$ cat src/rtl/pe_fmt_pkg.sv
package pe_fmt_pkg;

  typedef enum logic [1:0] {
    ST_IDLE,
    ST_PRE,
    ST_DATA,
    ST_POST
  } fmt_state_e;

  typedef enum logic [1:0] {
    K_ZERO,
    K_ONES,
    K_DATA
  } char_kind_e;

endpackage

$ cat src/rtl/pe_seq.sv
module pe_seq
  import pe_fmt_pkg::*;
#(
  parameter int WORD_W    = 16,
  parameter int CHAR_W    = 8,
  parameter int CNT_W     = 16,
  parameter int PRE_ZEROS = 40
) (
  input  logic              clk,
  input  logic              rst_n,
  input  logic              cfg_load,
  input  logic [CNT_W-1:0]  cfg_count,
  input  logic              wclk_go,
  input  logic              wd_valid,
  input  logic [WORD_W-1:0] wd_data,
  output logic              wd_ready,
  input  logic              eor_ack,
  output logic              emit,
  output logic              half,
  output char_kind_e        kind,
  output logic [CHAR_W-1:0] data_byte,
  output logic              eob
);

  localparam int CPW = WORD_W / CHAR_W;
  localparam int SW  = (CPW > 1) ? $clog2(CPW) : 1;
  localparam int PW  = $clog2(PRE_ZEROS + 1);

  fmt_state_e        state_q, state_n;
  logic              half_q, half_n;
  logic [PW-1:0]     idx_q, idx_n;
  logic [SW-1:0]     sel_q, sel_n;
  logic [CNT_W-1:0]  fcnt_q, fcnt_n, fcnt_inc;
  logic [WORD_W-1:0] word_q, cur_word;
  logic              eob_q, eob_set;
  logic              at_word_start, take, char_end, idx_last;

  assign at_word_start = (sel_q == '0) && !half_q;
  assign wd_ready      = (state_q == ST_DATA) && at_word_start;
  assign take          = wd_ready && wd_valid;
  assign cur_word      = take ? wd_data : word_q;
  assign fcnt_inc      = fcnt_q + 1'b1;
  assign idx_last      = (idx_q == PW'(PRE_ZEROS));

  always_comb begin
    data_byte = '0;
    for (int k = 0; k < CPW; k++) begin
      if (sel_q == SW'(k)) data_byte = cur_word[k*CHAR_W +: CHAR_W];
    end
  end

  always_comb begin
    unique case (state_q)
      ST_PRE:  begin emit = 1'b1; kind = idx_last ? K_ONES : K_ZERO; end
      ST_POST: begin emit = 1'b1; kind = (idx_q == '0) ? K_ONES : K_ZERO; end
      ST_DATA: begin emit = at_word_start ? wd_valid : 1'b1; kind = K_DATA; end
      default: begin emit = 1'b0; kind = K_ZERO; end
    endcase
  end

  assign char_end = emit && half_q;
  assign half     = half_q;
  assign eob      = eob_q;

  always_comb begin
    state_n = state_q;
    half_n  = emit ? ~half_q : half_q;
    idx_n   = idx_q;
    sel_n   = sel_q;
    fcnt_n  = fcnt_q;
    eob_set = 1'b0;
    unique case (state_q)
      ST_IDLE: begin
        if (cfg_load) fcnt_n = cfg_count;
        if (wclk_go) begin
          state_n = ST_PRE;
          half_n  = 1'b0;
          idx_n   = '0;
          sel_n   = '0;
        end
      end
      ST_PRE: begin
        if (char_end) begin
          if (idx_last) begin
            idx_n = '0;
            sel_n = '0;
            if (fcnt_q == '0) begin
              state_n = ST_POST;
              eob_set = 1'b1;
            end else begin
              state_n = ST_DATA;
            end
          end else begin
            idx_n = idx_q + 1'b1;
          end
        end
      end
      ST_DATA: begin
        if (char_end) begin
          fcnt_n = fcnt_inc;
          if (fcnt_inc == '0) begin
            state_n = ST_POST;
            sel_n   = '0;
            idx_n   = '0;
            eob_set = 1'b1;
          end else begin
            sel_n = (sel_q == SW'(CPW - 1)) ? '0 : sel_q + 1'b1;
          end
        end
      end
      ST_POST: begin
        if (char_end) begin
          if (idx_last) begin
            state_n = ST_IDLE;
            idx_n   = '0;
          end else begin
            idx_n = idx_q + 1'b1;
          end
        end
      end
      default: state_n = ST_IDLE;
    endcase
  end

  always_ff @(posedge clk or negedge rst_n) begin
    if (!rst_n) begin
      state_q <= ST_IDLE;
      half_q  <= 1'b0;
      idx_q   <= '0;
      sel_q   <= '0;
      fcnt_q  <= '0;
      word_q  <= '0;
      eob_q   <= 1'b0;
    end else begin
      state_q <= state_n;
      half_q  <= half_n;
      idx_q   <= idx_n;
      sel_q   <= sel_n;
      fcnt_q  <= fcnt_n;
      if (take) word_q <= wd_data;
      if (eob_set)      eob_q <= 1'b1;
      else if (eor_ack) eob_q <= 1'b0;
    end
  end

  AST_WORD_GAP: assert property (@(posedge clk) disable iff (!rst_n)
    (wd_ready && wd_valid) |=> !wd_ready) else $error("word requested twice");

  AST_EOB_HOLD: assert property (@(posedge clk) disable iff (!rst_n)
    (eob && !eor_ack) |=> eob) else $error("eob dropped early");

  AST_EOB_CLEAR: assert property (@(posedge clk) disable iff (!rst_n)
    $fell(eob) |-> $past(eor_ack)) else $error("eob fell without ack");

  AST_POST_AT_ZERO: assert property (@(posedge clk) disable iff (!rst_n)
    (state_q == ST_POST) |-> (fcnt_q == '0)) else $error("postamble with count left");

endmodule

$ cat src/rtl/pe_char.sv
module pe_char
  import pe_fmt_pkg::*;
#(
  parameter int CHAR_W = 8
) (
  input  char_kind_e        kind,
  input  logic [CHAR_W-1:0] data_byte,
  output logic [CHAR_W:0]   ch
);

  logic par;

  assign par = ~(^data_byte);

  always_comb begin
    unique case (kind)
      K_ONES:  ch = '1;
      K_DATA:  ch = {par, data_byte};
      default: ch = '0;
    endcase
  end

  always_comb begin
    if (kind == K_DATA) begin
      AST_ODD_WEIGHT: assert ($countones(ch) % 2 == 1) else $error("even weight character");
    end
  end

endmodule

$ cat src/rtl/pe_enc.sv
module pe_enc #(
  parameter int TW = 9
) (
  input  logic          clk,
  input  logic          rst_n,
  input  logic          emit,
  input  logic          half,
  input  logic [TW-1:0] ch,
  output logic          tr_vld,
  output logic          tr_half,
  output logic [TW-1:0] tr_level
);

  logic [TW-1:0] level_n;

  assign level_n = half ? ch : ~ch;

  always_ff @(posedge clk or negedge rst_n) begin
    if (!rst_n) begin
      tr_vld   <= 1'b0;
      tr_half  <= 1'b0;
      tr_level <= '0;
    end else begin
      tr_vld <= emit;
      if (emit) begin
        tr_half  <= half;
        tr_level <= level_n;
      end
    end
  end

  AST_HALF_PAIR: assert property (@(posedge clk) disable iff (!rst_n)
    (tr_vld && !tr_half) |=> (tr_vld && tr_half)) else $error("half-cell pair broken");

  AST_MID_TRANSITION: assert property (@(posedge clk) disable iff (!rst_n)
    (tr_vld && tr_half) |-> (tr_level == ~$past(tr_level))) else $error("no mid-cell transition");

endmodule

$ cat src/rtl/pe_tape_fmt.sv
module pe_tape_fmt
  import pe_fmt_pkg::*;
#(
  parameter int WORD_W    = 16,
  parameter int CHAR_W    = 8,
  parameter int CNT_W     = 16,
  parameter int PRE_ZEROS = 40
) (
  input  logic              clk,
  input  logic              rst_n,
  input  logic              cfg_load,
  input  logic [CNT_W-1:0]  cfg_count,
  input  logic              wclk_go,
  input  logic              wd_valid,
  input  logic [WORD_W-1:0] wd_data,
  output logic              wd_ready,
  input  logic              eor_ack,
  output logic              tr_vld,
  output logic              tr_half,
  output logic [CHAR_W:0]   tr_level,
  output logic              eob
);

  localparam int TW = CHAR_W + 1;

  logic              emit, half;
  char_kind_e        kind;
  logic [CHAR_W-1:0] data_byte;
  logic [TW-1:0]     ch;

  pe_seq #(
    .WORD_W(WORD_W), .CHAR_W(CHAR_W), .CNT_W(CNT_W), .PRE_ZEROS(PRE_ZEROS)
  ) u_seq (
    .clk(clk), .rst_n(rst_n), .cfg_load(cfg_load), .cfg_count(cfg_count),
    .wclk_go(wclk_go), .wd_valid(wd_valid), .wd_data(wd_data),
    .wd_ready(wd_ready), .eor_ack(eor_ack), .emit(emit), .half(half),
    .kind(kind), .data_byte(data_byte), .eob(eob)
  );

  pe_char #(.CHAR_W(CHAR_W)) u_char (
    .kind(kind), .data_byte(data_byte), .ch(ch)
  );

  pe_enc #(.TW(TW)) u_enc (
    .clk(clk), .rst_n(rst_n), .emit(emit), .half(half), .ch(ch),
    .tr_vld(tr_vld), .tr_half(tr_half), .tr_level(tr_level)
  );

endmodule

$ cat config.mk
export PLATFORM = sky130hd
export DESIGN_NAME = pe_tape_fmt
export DESIGN_NICKNAME = d
export VERILOG_FILES = /design/src/rtl/pe_fmt_pkg.sv /design/src/rtl/pe_seq.sv /design/src/rtl/pe_char.sv /design/src/rtl/pe_enc.sv /design/src/rtl/pe_tape_fmt.sv
export SDC_FILE = /design/constraint.sdc
export NUM_CORES = 1
export LEC_CHECK = 0
export BUFFER_PORTS_ARGS = -buffer_cell sky130_fd_sc_hd__buf_2
export CAP_MARGIN = 40
export CORE_ASPECT_RATIO = 0.7
export CORE_MARGIN = 2
export CORE_UTILIZATION = 40
export DETAILED_ROUTE_END_ITERATION = 12
export PLACE_DENSITY = 0.62
export SLEW_MARGIN = 40
export SYNTH_ARGS = -nofsm -noshare
export SYNTH_HDL_FRONTEND = slang
export SYNTH_SLANG_ARGS = --single-unit
export TNS_END_PERCENT = 100
$ cat constraint.sdc
create_clock -name clk -period 3 [get_ports clk]
set_input_delay 0.15 -clock clk [delete_from_list [all_inputs] [get_ports clk]]
set_output_delay 0.15 -clock clk [all_outputs]
set_load 0.01 [all_outputs]
==> out/metrics.yaml, run 1 <==
wl_per_cell_microns: 16.0
slew_headroom_pct: 55.7
ctsLongestPathBuffers: 2
crit_arrival_ns: 2.93
post-route-min-period_ns: 2.75
grt_antenna_before_repair: 0
holdCritStartpoint: "wd_data[12]"
ctsRootBufferMaster: "clkbuf_16"
status: "completed"
setup_tns_ns: 0
grt_pass1_wl_mm: 14.7
grt_max_degree: 32
gp_congestion: 0.909
p_total_mw: 5.01
layout_common_cells: "dfrtp_1 (54), buf_2 (50), nor2_1 (30)"
fin_crit_sh_pct: 91.6
crit-reg2reg-launch: "u_seq.fcnt_q[0]$_DFFE_PN0P_"
ys.flop_type: "dfrtp_1"
wl_mm: 8.82
syn2layout_area_growth_pct: 15.4
critPathMaxStageDelay_ns: 0.47
worstSkewPairLatency_ns: 0.30
rsz0062_at_grt: "false"
cap_violations: 0
power_leakage_nw: 1.86
cp-end-kind: "register"
fmax_mhz: 364
start_kind: "register"
synthCells: 386
synth_cell_type_count: 64
dp_hpwl_mm: 6.67
rows: 28
r2r_cells: 8
fin_nets: 480
multi_input_area_sq_um: 2090
die_h_microns: 83.6
port_buffers: 50
num_vias: 3037
drv_slew: 0
path_max_fanout: 8
setup_viol: 0
layout_commonest_cell: "dfrtp_1"
initial_core_util_pct: 42.0
powerDensity_nw_per_um2: 1200
drive_gt1_share_pct: 24.8
die-area_sq_um: 9840
hp-class: "in2reg"
cts_resized: 0
synth-seq-cells: 54
drt_pass1_iterations: 5
syn_avg_cell_area_sq_um: 9.37
drt_iter0_drc: 203
hold_violations: 0
slowest_stage: "dfrtp_1"
regToRegSetupSlack_ns: 0.25
die_x_microns: 118
cts_made_buffers: 5
post_cts_buffers: 0
synthArstFlopShare_pct: 100
regArea_sq_um: 1350
grt_pass1_vias: 2816
cts_sinks: 54
hold_ws_ns: 0.0782
drc_errors: 0
irDropWorstVdd_mv: 0.526
max_slew.worst_pin.slew_ns: 0.665
ant_nets: 0
clock-skew-final_ns: 0.00941
clk_pin_slew_ns: 0.08
synth_nets: 435
hold_depth: 2
worstPathRequired_ns: 3.19
synth_edf_count: 0
synth_area_sq_um: 3620
worstHoldEndpoint: "u_seq.word_q[12]$_DFF_PN0_"
core_sq_um: 8620
viasPerCell: 5.50
tritoncts: "done"
ys_seq_area_share_pct: 37.3
r2r_end: "u_seq.idx_q[0]$_DFFE_PN0P_"
ios: 51
ys_warn_count: 0
grt-ovfl-total: 0
diodes: 0
hold_buffers: 1
crit_chain: "ha_1 > and4_1 > nor4_1 > a211oi_1 > nor3_2 > a41oi_4 > nand2b_4 > mux2_4"
fill_cells: 837
critPathKind: "reg2reg"
grt_usage_pct: 18.3
htree_levels: 2
-- worst max-delay path by stage --
stage | startpoint | to | slack (ns) | cells after the start
6_report | u_seq.fcnt_q[0]$_DFFE_PN0P_ | u_seq.idx_q[0]$_DFFE_PN0P_ | 0.25 | 8
5_1_grt | u_seq.fcnt_q[0]$_DFFE_PN0P_ | u_seq.idx_q[1]$_DFFE_PN0P_ | 0.07 | 8
4_1_cts | u_seq.fcnt_q[0]$_DFFE_PN0P_ | u_seq.idx_q[1]$_DFFE_PN0P_ | 0.27 | 8
3_5_place_dp | u_seq.fcnt_q[0]$_DFFE_PN0P_ | u_seq.idx_q[1]$_DFFE_PN0P_ | 0.28 | 8
3_3_place_gp | u_seq.fcnt_q[0]$_DFFE_PN0P_ | u_seq.idx_q[1]$_DFFE_PN0P_ | 0.30 | 8
2_1_floorplan | u_seq.state_q[0]$_DFFE_PN0P_ | u_seq.state_q[1]$_DFFE_PN0P_ | 0.003 | 13
-- synthesized netlist by cell type (10+ instances only) --
master | number | area share [%]
a21oi_1 | 28 | 3.9
nand3_1 | 12 | 1.7
nand2_1 | 27 | 2.8
o21ai_0 | 22 | 3.0
xnor2_1 | 27 | 6.5
and3_1 | 10 | 1.7
dfrtp_1 | 54 | 37
inv_1 | 14 | 1.5
mux2_2 | 17 | 5.3
nor2_1 | 30 | 3.1
nand2b_1 | 10 | 1.7
ha_1 | 11 | 3.8
o22ai_1 | 11 | 1.9
-- critical path: cells and delay by family (launching register included) --
family / cells / cell delay, ns
adder cells (fa/ha/maj): 1 / 0.33
AND/OR/NAND/NOR: 4 / 0.82
flip-flops: 1 / 0.47
multiplexers: 1 / 0.30
AO/OA/AOI/OAI: 2 / 0.71
-- report_power, final --
| group | internal [mW] | switching (mW) | leakage, nW | total (mW) |
|---|---|---|---|---|
| combinational | 1.28 | 1.51 | 1.13 | 2.79 |
| sequential | 1.08 | 0.441 | 0.642 | 1.52 |
| clock | 0.421 | 0.281 | 0.0875 | 0.701 |
-- per-layer routing --
layer | up-vias | wire, microns | share of wire, % | global-route usage, %
met4 | 0 | 77 | 0.87 | 4.27
met1 | 1459 | 4530 | 51 | 28.7
met5 | - | 0 | 0 | 0
li1 | 1483 | - | - | -
met2 | 86 | 3710 | 42 | 25.8
met3 | 9 | 500 | 5.7 | 3.21
-- logic make-up (layout without fill, tap and decap cells) --
kind of cell / Yosys count / after routing / share of synthesized area [%]
AO/OA/AOI/OAI: 98 / 98 / 19.0
buffers and inverters: 39 / 85 / 4.88
multiplexers: 24 / 24 / 7.54
XOR/XNOR: 32 / 32 / 7.95
flip-flops: 54 / 54 / 37.3
AND/OR/NAND/NOR: 128 / 128 / 19.5
adder cells (fa/ha/maj): 11 / 11 / 3.80
-- flip-flops by register name, indices dropped and copies added (netlist names) --
signal,cells
u_seq.fcnt_q,16
u_seq.word_q,16
u_enc.tr_level,9
u_seq.idx_q,6
u_seq.state_q,2
u_enc.tr_half,1
u_enc.tr_vld,1
u_seq.eob,1
u_seq.half,1
u_seq.sel_q,1
-- area by class of cell --
type                       count  share of cell area (%)
clock inverter                 2                   0.929
timing repair buffer          63                    8.39
multi-input combinational    293                    50.1
tap                          120                    3.59
inverter                      14                    1.26
clock buffer                   6                    3.33
sequential                    54                    32.4
-- stage by stage --
step / util (%) / worst slack [ns] / cell area [sq um] / cells
5_1_grt: 48.5 / 0.0744 / 4180 / 552
2_1_floorplan: - / 0.00346 / 3630 / 386
6_report: 48.5 / 0.253 / 4180 / 552
3_3_place_gp: 46.3 / 0.299 / 3990 / 543
3_5_place_dp: 46.3 / 0.282 / 3990 / 543
4_1_cts: 48.5 / 0.273 / 4180 / 552
No activity file was read; power rests on OpenSTA's default activity.
==> inputs of run 2 (changes only) <==
--- a/config.mk
+++ b/config.mk
@@ -7,11 +7,13 @@
 export LEC_CHECK = 0
 export BUFFER_PORTS_ARGS = -buffer_cell sky130_fd_sc_hd__buf_2
 export CAP_MARGIN = 40
+export CELL_PAD_IN_SITES_DETAIL_PLACEMENT = 1
+export CELL_PAD_IN_SITES_GLOBAL_PLACEMENT = 2
 export CORE_ASPECT_RATIO = 0.7
 export CORE_MARGIN = 2
-export CORE_UTILIZATION = 40
+export CORE_UTILIZATION = 32
 export DETAILED_ROUTE_END_ITERATION = 12
-export PLACE_DENSITY = 0.62
+export PLACE_DENSITY = 0.76
 export SLEW_MARGIN = 40
 export SYNTH_ARGS = -nofsm -noshare
 export SYNTH_HDL_FRONTEND = slang
==> run 2 against run 1 <==
Against the previous run: design area grew 0.75%; largest cell class unchanged; final cell count grew 6.3%; sequential share of layout area decreased by 0.24 points; worst setup slack worse by 0.074 ns; via count increased by 2.9%; critical path depth did not move; clock-buffer cell count did not move.
==> out/metrics.yaml, run 2 (synthesis results as in run 1) <==
wl_per_cell_microns: 18.1  # +13%
path_max_fanout: 8  # unchanged
ant_nets: 0  # unchanged
setup_tns_ns: 0  # unchanged
post-route-min-period_ns: 2.82  # +0.0738 ns
hold_ws_ns: 0.0453  # -0.0328 ns
fin_nets: 482  # +0.42%
cts_made_buffers: 5  # unchanged
die-area_sq_um: 12200  # +24%
setup_viol: 0  # unchanged
crit-reg2reg-launch: "u_seq.fcnt_q[1]$_DFFE_PN0P_"
drive_gt1_share_pct: 25.3  # +0.58 points
num_vias: 3126  # +2.9%
crit_end: "u_seq.idx_q[0]$_DFFE_PN0P_"
rsz0062_at_grt: "false"
powerDensity_nw_per_um2: 1200  # -0.22%
grt_pass1_vias: 3092  # +9.8%
wl_mm: 10.6  # +20%
r2r_cells: 8  # unchanged
ios: 51  # unchanged
clk_pin_slew_ns: 0.07  # about the same
die_h_microns: 93.0  # +11%
r2r_end: "u_seq.idx_q[0]$_DFFE_PN0P_"
die_x_microns: 131  # +11%
grt_antenna_before_repair: 0  # unchanged
grt_pass1_wl_mm: 16.9  # +15%
drv_slew: 0  # unchanged
core_sq_um: 11000  # +28%
initial_core_util_pct: 32.9  # -9.1 points
fmax_mhz: 354  # -2.6%
top_regs: "u_seq.fcnt_q (16), u_seq.word_q (16), u_enc.tr_level (9)"
slew_headroom_pct: 62.5  # +6.9 points
hold_depth: 2  # unchanged
drc_errors: 0  # unchanged
status: "completed"
regToRegSetupSlack_ns: 0.18  # -0.07 ns
worstSkewPairLatency_ns: 0.30  # about the same
cts_sinks: 54  # unchanged
drt_pass1_iterations: 4  # -1
rows: 32  # +14%
tritoncts: "done"
critPathKind: "reg2reg"
cp-end-kind: "register"
fill_cells: 1280  # +53%
grt_usage_pct: 18.1  # -0.26 points
crit_start: "u_seq.fcnt_q[1]$_DFFE_PN0P_"
ctsRootBufferMaster: "clkbuf_16"
layout_commonest_cell: "dfrtp_1"
hp-class: "in2reg"
fin_crit_sh_pct: 94.0  # +2.5 points
irDropWorstVdd_mv: 0.411  # -22%
worstPathRequired_ns: 3.18  # about the same
start_kind: "register"
grt_max_degree: 32  # unchanged
finish.utilization_pct: 38.2  # -10 points
ctsLongestPathBuffers: 2  # unchanged
max_slew.worst_pin.slew_ns: 0.554  # -0.111 ns
diodes: 0  # unchanged
drt_iter0_drc: 138  # -32%
power_leakage_nw: 1.85  # -0.36%
layout_common_cells: "dfrtp_1 (54), buf_2 (49), nor2_1 (30)"
gp_congestion: 0.829  # -8.8%
port_buffers: 50  # unchanged
viasPerCell: 5.33  # -3.2%
dp_hpwl_mm: 7.90  # +19%
cap_violations: 0  # unchanged
crit_arrival_ns: 3.01  # +0.08 ns
grt-ovfl-total: 0  # unchanged
clock-skew-final_ns: 0.00920  # -0.000208 ns
syn2layout_area_growth_pct: 16.3
htree_levels: 2  # unchanged
hold_violations: 0  # unchanged
[run 2: cell types whose count changed in the layout (fill, tap and decap cells not counted), sizes merged]
cell    change
buf         +2
clkinv      +2
bufinv      -1
inv         -1
[run 2: cell type report]
cell class	instances	area (sq um)	area share, %
flip-flops and latches	54	1350	32.1
clock inverters	2	13.8	0.327
well taps	153	191	4.55
clock buffers	6	129	3.06
inverters	14	52.6	1.25
repair buffers	65	368	8.74
multi-input cells	293	2100	50.0
[run 2: what timing repair did]
item | CTS | global route
endpoints found under the setup margin | 0 | 3
resized for setup | 0 | 2
hold buffers | 1 | 0
hold endpoints to repair | 28 | 0
setup buffers | 0 | 0
[run 2: how the worst min path moves through the flow]
stage            start                          end  slack [ns]
3_5_place_dp     rst_n  u_seq.fcnt_q[0]$_DFFE_PN0P_        0.28
3_3_place_gp     rst_n  u_seq.fcnt_q[0]$_DFFE_PN0P_        0.28
5_1_grt        wclk_go         u_seq.half$_DFF_PN0_        0.06
2_1_floorplan    rst_n    u_enc.tr_half$_DFFE_PN0P_       -0.15
4_1_cts        wclk_go         u_seq.half$_DFF_PN0_        0.04
6_report       wclk_go         u_seq.half$_DFF_PN0_        0.05
[run 2: per-layer routing]
layer	vias up	global-route usage, %	share of wire, %
met5	-	0	0
met4	0	5.05	1.0
met3	9	2.69	4.3
met2	60	25.5	42
met1	1573	28.3	53
li1	1484	-	-
[run 2: where the power goes]
| group | total, mW | switching, mW | internal (mW) |
|---|---|---|---|
| sequential | 1.54 | 0.453 | 1.08 |
| combinational | 2.90 | 1.60 | 1.30 |
| clock | 0.600 | 0.289 | 0.311 |
[run 2: critical path: stages, from the launching register on]
cell and delay, ns:
dfrtp_1 0.50, ha_1 0.34, nand4_2 0.23, or4_1 0.46, nand3_1 0.14, nor3_2 0.08, a41oi_4 0.36, nand2b_4 0.27
mux2_4 0.32
[run 2: stage by stage]
stage	std cells	instance area, sq um	power (mW)	setup slack [ns]
after floorplan	386	3630	3.64	0.00346
after global placement	578	4050	4.33	0.202
after detailed placement	578	4050	4.44	0.110
after CTS	587	4200	5.06	0.105
after global routing	587	4210	5.47	0.0273
final	587	4210	5.04	0.179
==> inputs of run 3 (changes only) <==
--- a/config.mk
+++ b/config.mk
@@ -5,13 +5,14 @@
 export SDC_FILE = /design/constraint.sdc
 export NUM_CORES = 1
 export LEC_CHECK = 0
+export ABC_AREA = 1
 export BUFFER_PORTS_ARGS = -buffer_cell sky130_fd_sc_hd__buf_2
-export CAP_MARGIN = 40
+export CAP_MARGIN = 10
 export CELL_PAD_IN_SITES_DETAIL_PLACEMENT = 1
 export CELL_PAD_IN_SITES_GLOBAL_PLACEMENT = 2
 export CORE_ASPECT_RATIO = 0.7
 export CORE_MARGIN = 2
-export CORE_UTILIZATION = 32
+export CORE_UTILIZATION = 29
 export DETAILED_ROUTE_END_ITERATION = 12
 export PLACE_DENSITY = 0.76
 export SLEW_MARGIN = 40
==> run 3 against run 2 <==
Against the previous run: wire length grew 3.2%; register-to-register slack gained 0.26 ns; flip-flop and latch count is the same; combinational power shrank 9.0%; design area shrank 1.1%; sequential power shrank 16%; non-clock buffer count shrank 7; sequential share of layout area grew 0.35 points; critical path depth grew 8; synthesized area shrank 2.2%; clock-buffer cell count is the same; critical endpoint is now u_enc.tr_level[8]$_DFFE_PN0P_; largest power group unchanged.
==> out/metrics.yaml, run 3 <==
status: "completed"
worstSkewPairLatency_ns: 0.31  # about the same
core_sq_um: 11800  # +7.2%
cap_violations: 0  # unchanged
drive_gt1_share_pct: 18.4  # -6.9 points
hold_violations: 0  # unchanged
worstHoldEndpoint: "u_seq.eob$_DFFE_PN0P_"
sw_frac_of_total_pct: 49.1  # +2.6 points
tritoncts: "done"
yosys-top-cells-area: "dfrtp_1 (38%), nand2_1 (17%), nand3_1 (5.2%), nand4_1 (5.1%), ha_1 (3.9%)"
ys_seq_area_share_pct: 38.2  # +0.86 points
ys_warn_count: 0  # unchanged
crit_top_cell: "nand2_1"
crit-reg2reg-launch: "u_seq.state_q[0]$_DFFE_PN0P_"
combPwrFrac_pct: 55.8  # -1.8 points
syn2layout_area_growth_pct: 17.7
ctsLongestPathBuffers: 2  # unchanged
powerDensity_nw_per_um2: 1140  # -5.0%
regToRegSetupSlack_ns: 0.44  # +0.26 ns
critPathMaxStageDelay_ns: 0.47  # -0.03 ns
path_max_fanout: 32  # +24
grt_max_degree: 55  # +72%
r2r_cells: 16  # +8
diodes: 0  # unchanged
worstPathRequired_ns: 3.19  # about the same
dp_hpwl_mm: 8.18  # +3.5%
fill_cells: 1483  # +16%
slew_headroom_pct: 63.4  # +0.85 points
initial_core_util_pct: 30.0  # -2.9 points
wl_per_cell_microns: 15.9  # -12%
p_total_mw: 4.73  # -6.1%
synth_cell_type_count: 37  # -42%
grt_pass1_wl_mm: 17.8  # +5.1%
viasPerCell: 4.89  # -8.1%
max_slew.worst_pin.slew_ns: 0.544  # -0.00997 ns
setup_tns_ns: 0  # unchanged
grt_pass1_vias: 3467  # +12%
layout_common_cells: "nand2_1 (157), dfrtp_1 (54), buf_2 (50)"
slowest_stage: "dfrtp_1"
worst-path-stages: 16  # +8
holdCritStartpoint: "eor_ack"
cp_num_buf_inv: 3  # +3
synth_edf_count: 0  # unchanged
p_switching_mw: 2.32  # -0.74%
synth_nets: 534  # +23%
cts_sinks: 54  # unchanged
grt_antenna_before_repair: 0  # unchanged
synth_top_area_share_pct: 38.2  # +0.86 points
grt-ovfl-total: 0  # unchanged
htree_levels: 2  # unchanged
drc_errors: 0  # unchanged
drt_iter0_drc: 146  # +5.8%
yosysMostFrequentCell: "nand2_1"
clock-skew-final_ns: 0.0110  # +0.00178 ns
crit_arrival_ns: 2.75  # -0.26 ns
cts_made_buffers: 5  # unchanged
clk_pin_slew_ns: 0.07  # about the same
wl_mm: 11.0  # +3.2%
die_h_microns: 96.4  # +3.7%
start_kind: "register"
synth-seq-cells: 54  # unchanged
synth_top_area_cell: "dfrtp_1"
p_seq_share_pct: 27.5  # -3.0 points
synthCells: 485  # +26%
syn_avg_cell_area_sq_um: 7.29  # -22%
top_regs: "u_seq.fcnt_q (16), u_seq.word_q (16), u_enc.tr_level (9)"
crit_chain: "inv_1 > ha_1 > buf_4 > nand4_1 > nand3_1 > nand2_1 > inv_1 > nand2_1 > nand2_1 > nand2_1 > nand2_1 > nand2_1 > nand3_1 > nand2_1 > nand2_1 > nand3_1"
power_leakage_nw: 2.01  # +8.5%
cp-end-kind: "register"
synthArstFlopShare_pct: 100  # unchanged
hold_depth: 2  # unchanged
drt_pass1_iterations: 4  # unchanged
cts_resized: 0  # unchanged
p_int_mw: 2.41  # -11%
fin_crit_sh_pct: 85.4  # -8.6 points
irDropWorstVdd_mv: 0.320  # -22%
setup_viol: 0  # unchanged
hp-class: "in2reg"
port_buffers: 50  # unchanged
post-route-min-period_ns: 2.56  # -0.259 ns
fmax_mhz: 390  # +10%
crit_family: "simple AND/OR/NAND/NOR gates"
die_x_microns: 136  # +3.7%
drv_slew: 0  # unchanged
layout_commonest_cell: "nand2_1"
grt_usage_pct: 17.7  # -0.42 points
num_vias: 3371  # +7.8%
ios: 51  # unchanged
synth_commonest_cells: "nand2_1 (157), dfrtp_1 (54), nand3_1 (37)"
r2r_end: "u_enc.tr_level[8]$_DFFE_PN0P_"
synth_area_sq_um: 3540  # -2.2%
ys.flop_type: "dfrtp_1"
hold_ws_ns: 0.0252  # -0.0201 ns
fin_nets: 580  # +20%
ctsRootBufferMaster: "clkbuf_16"
clkPwrFrac_pct: 16.8  # +4.9 points
die-area_sq_um: 13100  # +7.6%
rsz0062_at_grt: "false"
ant_nets: 0  # unchanged
critPathKind: "reg2reg"
rows: 33  # +3.1%
gp_congestion: 0.790  # -4.8%
-- run 3: cell count changes after synthesis, moves of 10 or more --
cell,change
a21oi_1,-20
and3_1,-10
inv_1,+21
inv_2,+12
mux2_2,-17
nand2_1,+130
nand2b_1,-10
nand3_1,+25
nand4_1,+23
o211ai_1,+17
o21ai_0,-13
o21ai_1,+20
xnor2_1,-25
-- run 3: worst max path at each step --
stage / startpoint / endpoint / slack [ns]
after CTS: u_seq.state_q[0]$_DFFE_PN0P_ / u_enc.tr_level[8]$_DFFE_PN0P_ / 0.44
after global placement: u_seq.state_q[0]$_DFFE_PN0P_ / u_seq.fcnt_q[15]$_DFFE_PN0P_ / 0.59
after floorplan: u_seq.state_q[0]$_DFFE_PN0P_ / u_seq.fcnt_q[13]$_DFFE_PN0P_ / 0.55
after global routing: u_seq.state_q[0]$_DFFE_PN0P_ / u_enc.tr_level[8]$_DFFE_PN0P_ / 0.15
after detailed placement: u_seq.state_q[0]$_DFFE_PN0P_ / u_seq.fcnt_q[13]$_DFFE_PN0P_ / 0.48
final: u_seq.state_q[0]$_DFFE_PN0P_ / u_enc.tr_level[8]$_DFFE_PN0P_ / 0.44
-- run 3: kinds of logic after synthesis --
group	count (synthesis)	synth area share, %
compound gates	69	11.9
xor+xnor	15	3.93
fa+ha+maj	11	3.89
buf+inv	68	7.64
flops	54	38.2
simple gates	268	34.5
-- run 3: timing repair --
item                                   4_1_cts  5_1_grt
buffers inserted                             0        0
hold buffers                                 0        1
endpoints found under the hold margin        0       54
-- run 3: final cells by class --
cell class | instances | area [sq um] | share of cell area (%)
Clock buffer | 6 | 139 | 3.34
Clock inverter | 2 | 60.1 | 1.44
Inverter | 49 | 184 | 4.42
Multi-Input combinational cell | 363 | 1920 | 46.0
Sequential cell | 54 | 1350 | 32.5
Tap cell | 157 | 196 | 4.72
Timing Repair Buffer | 58 | 317 | 7.60
-- run 3: layer usage --
layer | up-vias | share of wire, % | GRT usage (%)
met3 | 10 | 3.1 | 3.23
met4 | 0 | 0.92 | 3.65
met1 | 1641 | 54 | 26.4
met5 | - | 0 | 0
met2 | 32 | 42 | 26.5
li1 | 1688 | - | -
-- run 3: power by group through the flow --
| stage | sequential, mW | combinational, mW | clock [mW] |
|---|---|---|---|
| 2_1_floorplan | 1.29 | 1.88 | 0 |
| 3_3_place_gp | 1.30 | 2.53 | 0 |
| 3_5_place_dp | 1.32 | 2.62 | 0 |
| 4_1_cts | 1.31 | 2.66 | 0.816 |
| 5_1_grt | 1.36 | 2.99 | 0.839 |
| 6_report | 1.30 | 2.64 | 0.793 |
-- run 3: metrics by stage --
stage          util, %  instances  cell area, sq um  setup slack [ns]
2_1_floorplan        -        485              3540             0.547
3_3_place_gp      33.4        680              3950             0.592
3_5_place_dp      33.4        680              3950             0.482
4_1_cts           35.1        688              4150             0.437
5_1_grt           35.3        689              4160             0.147
6_report          35.3        689              4160             0.438
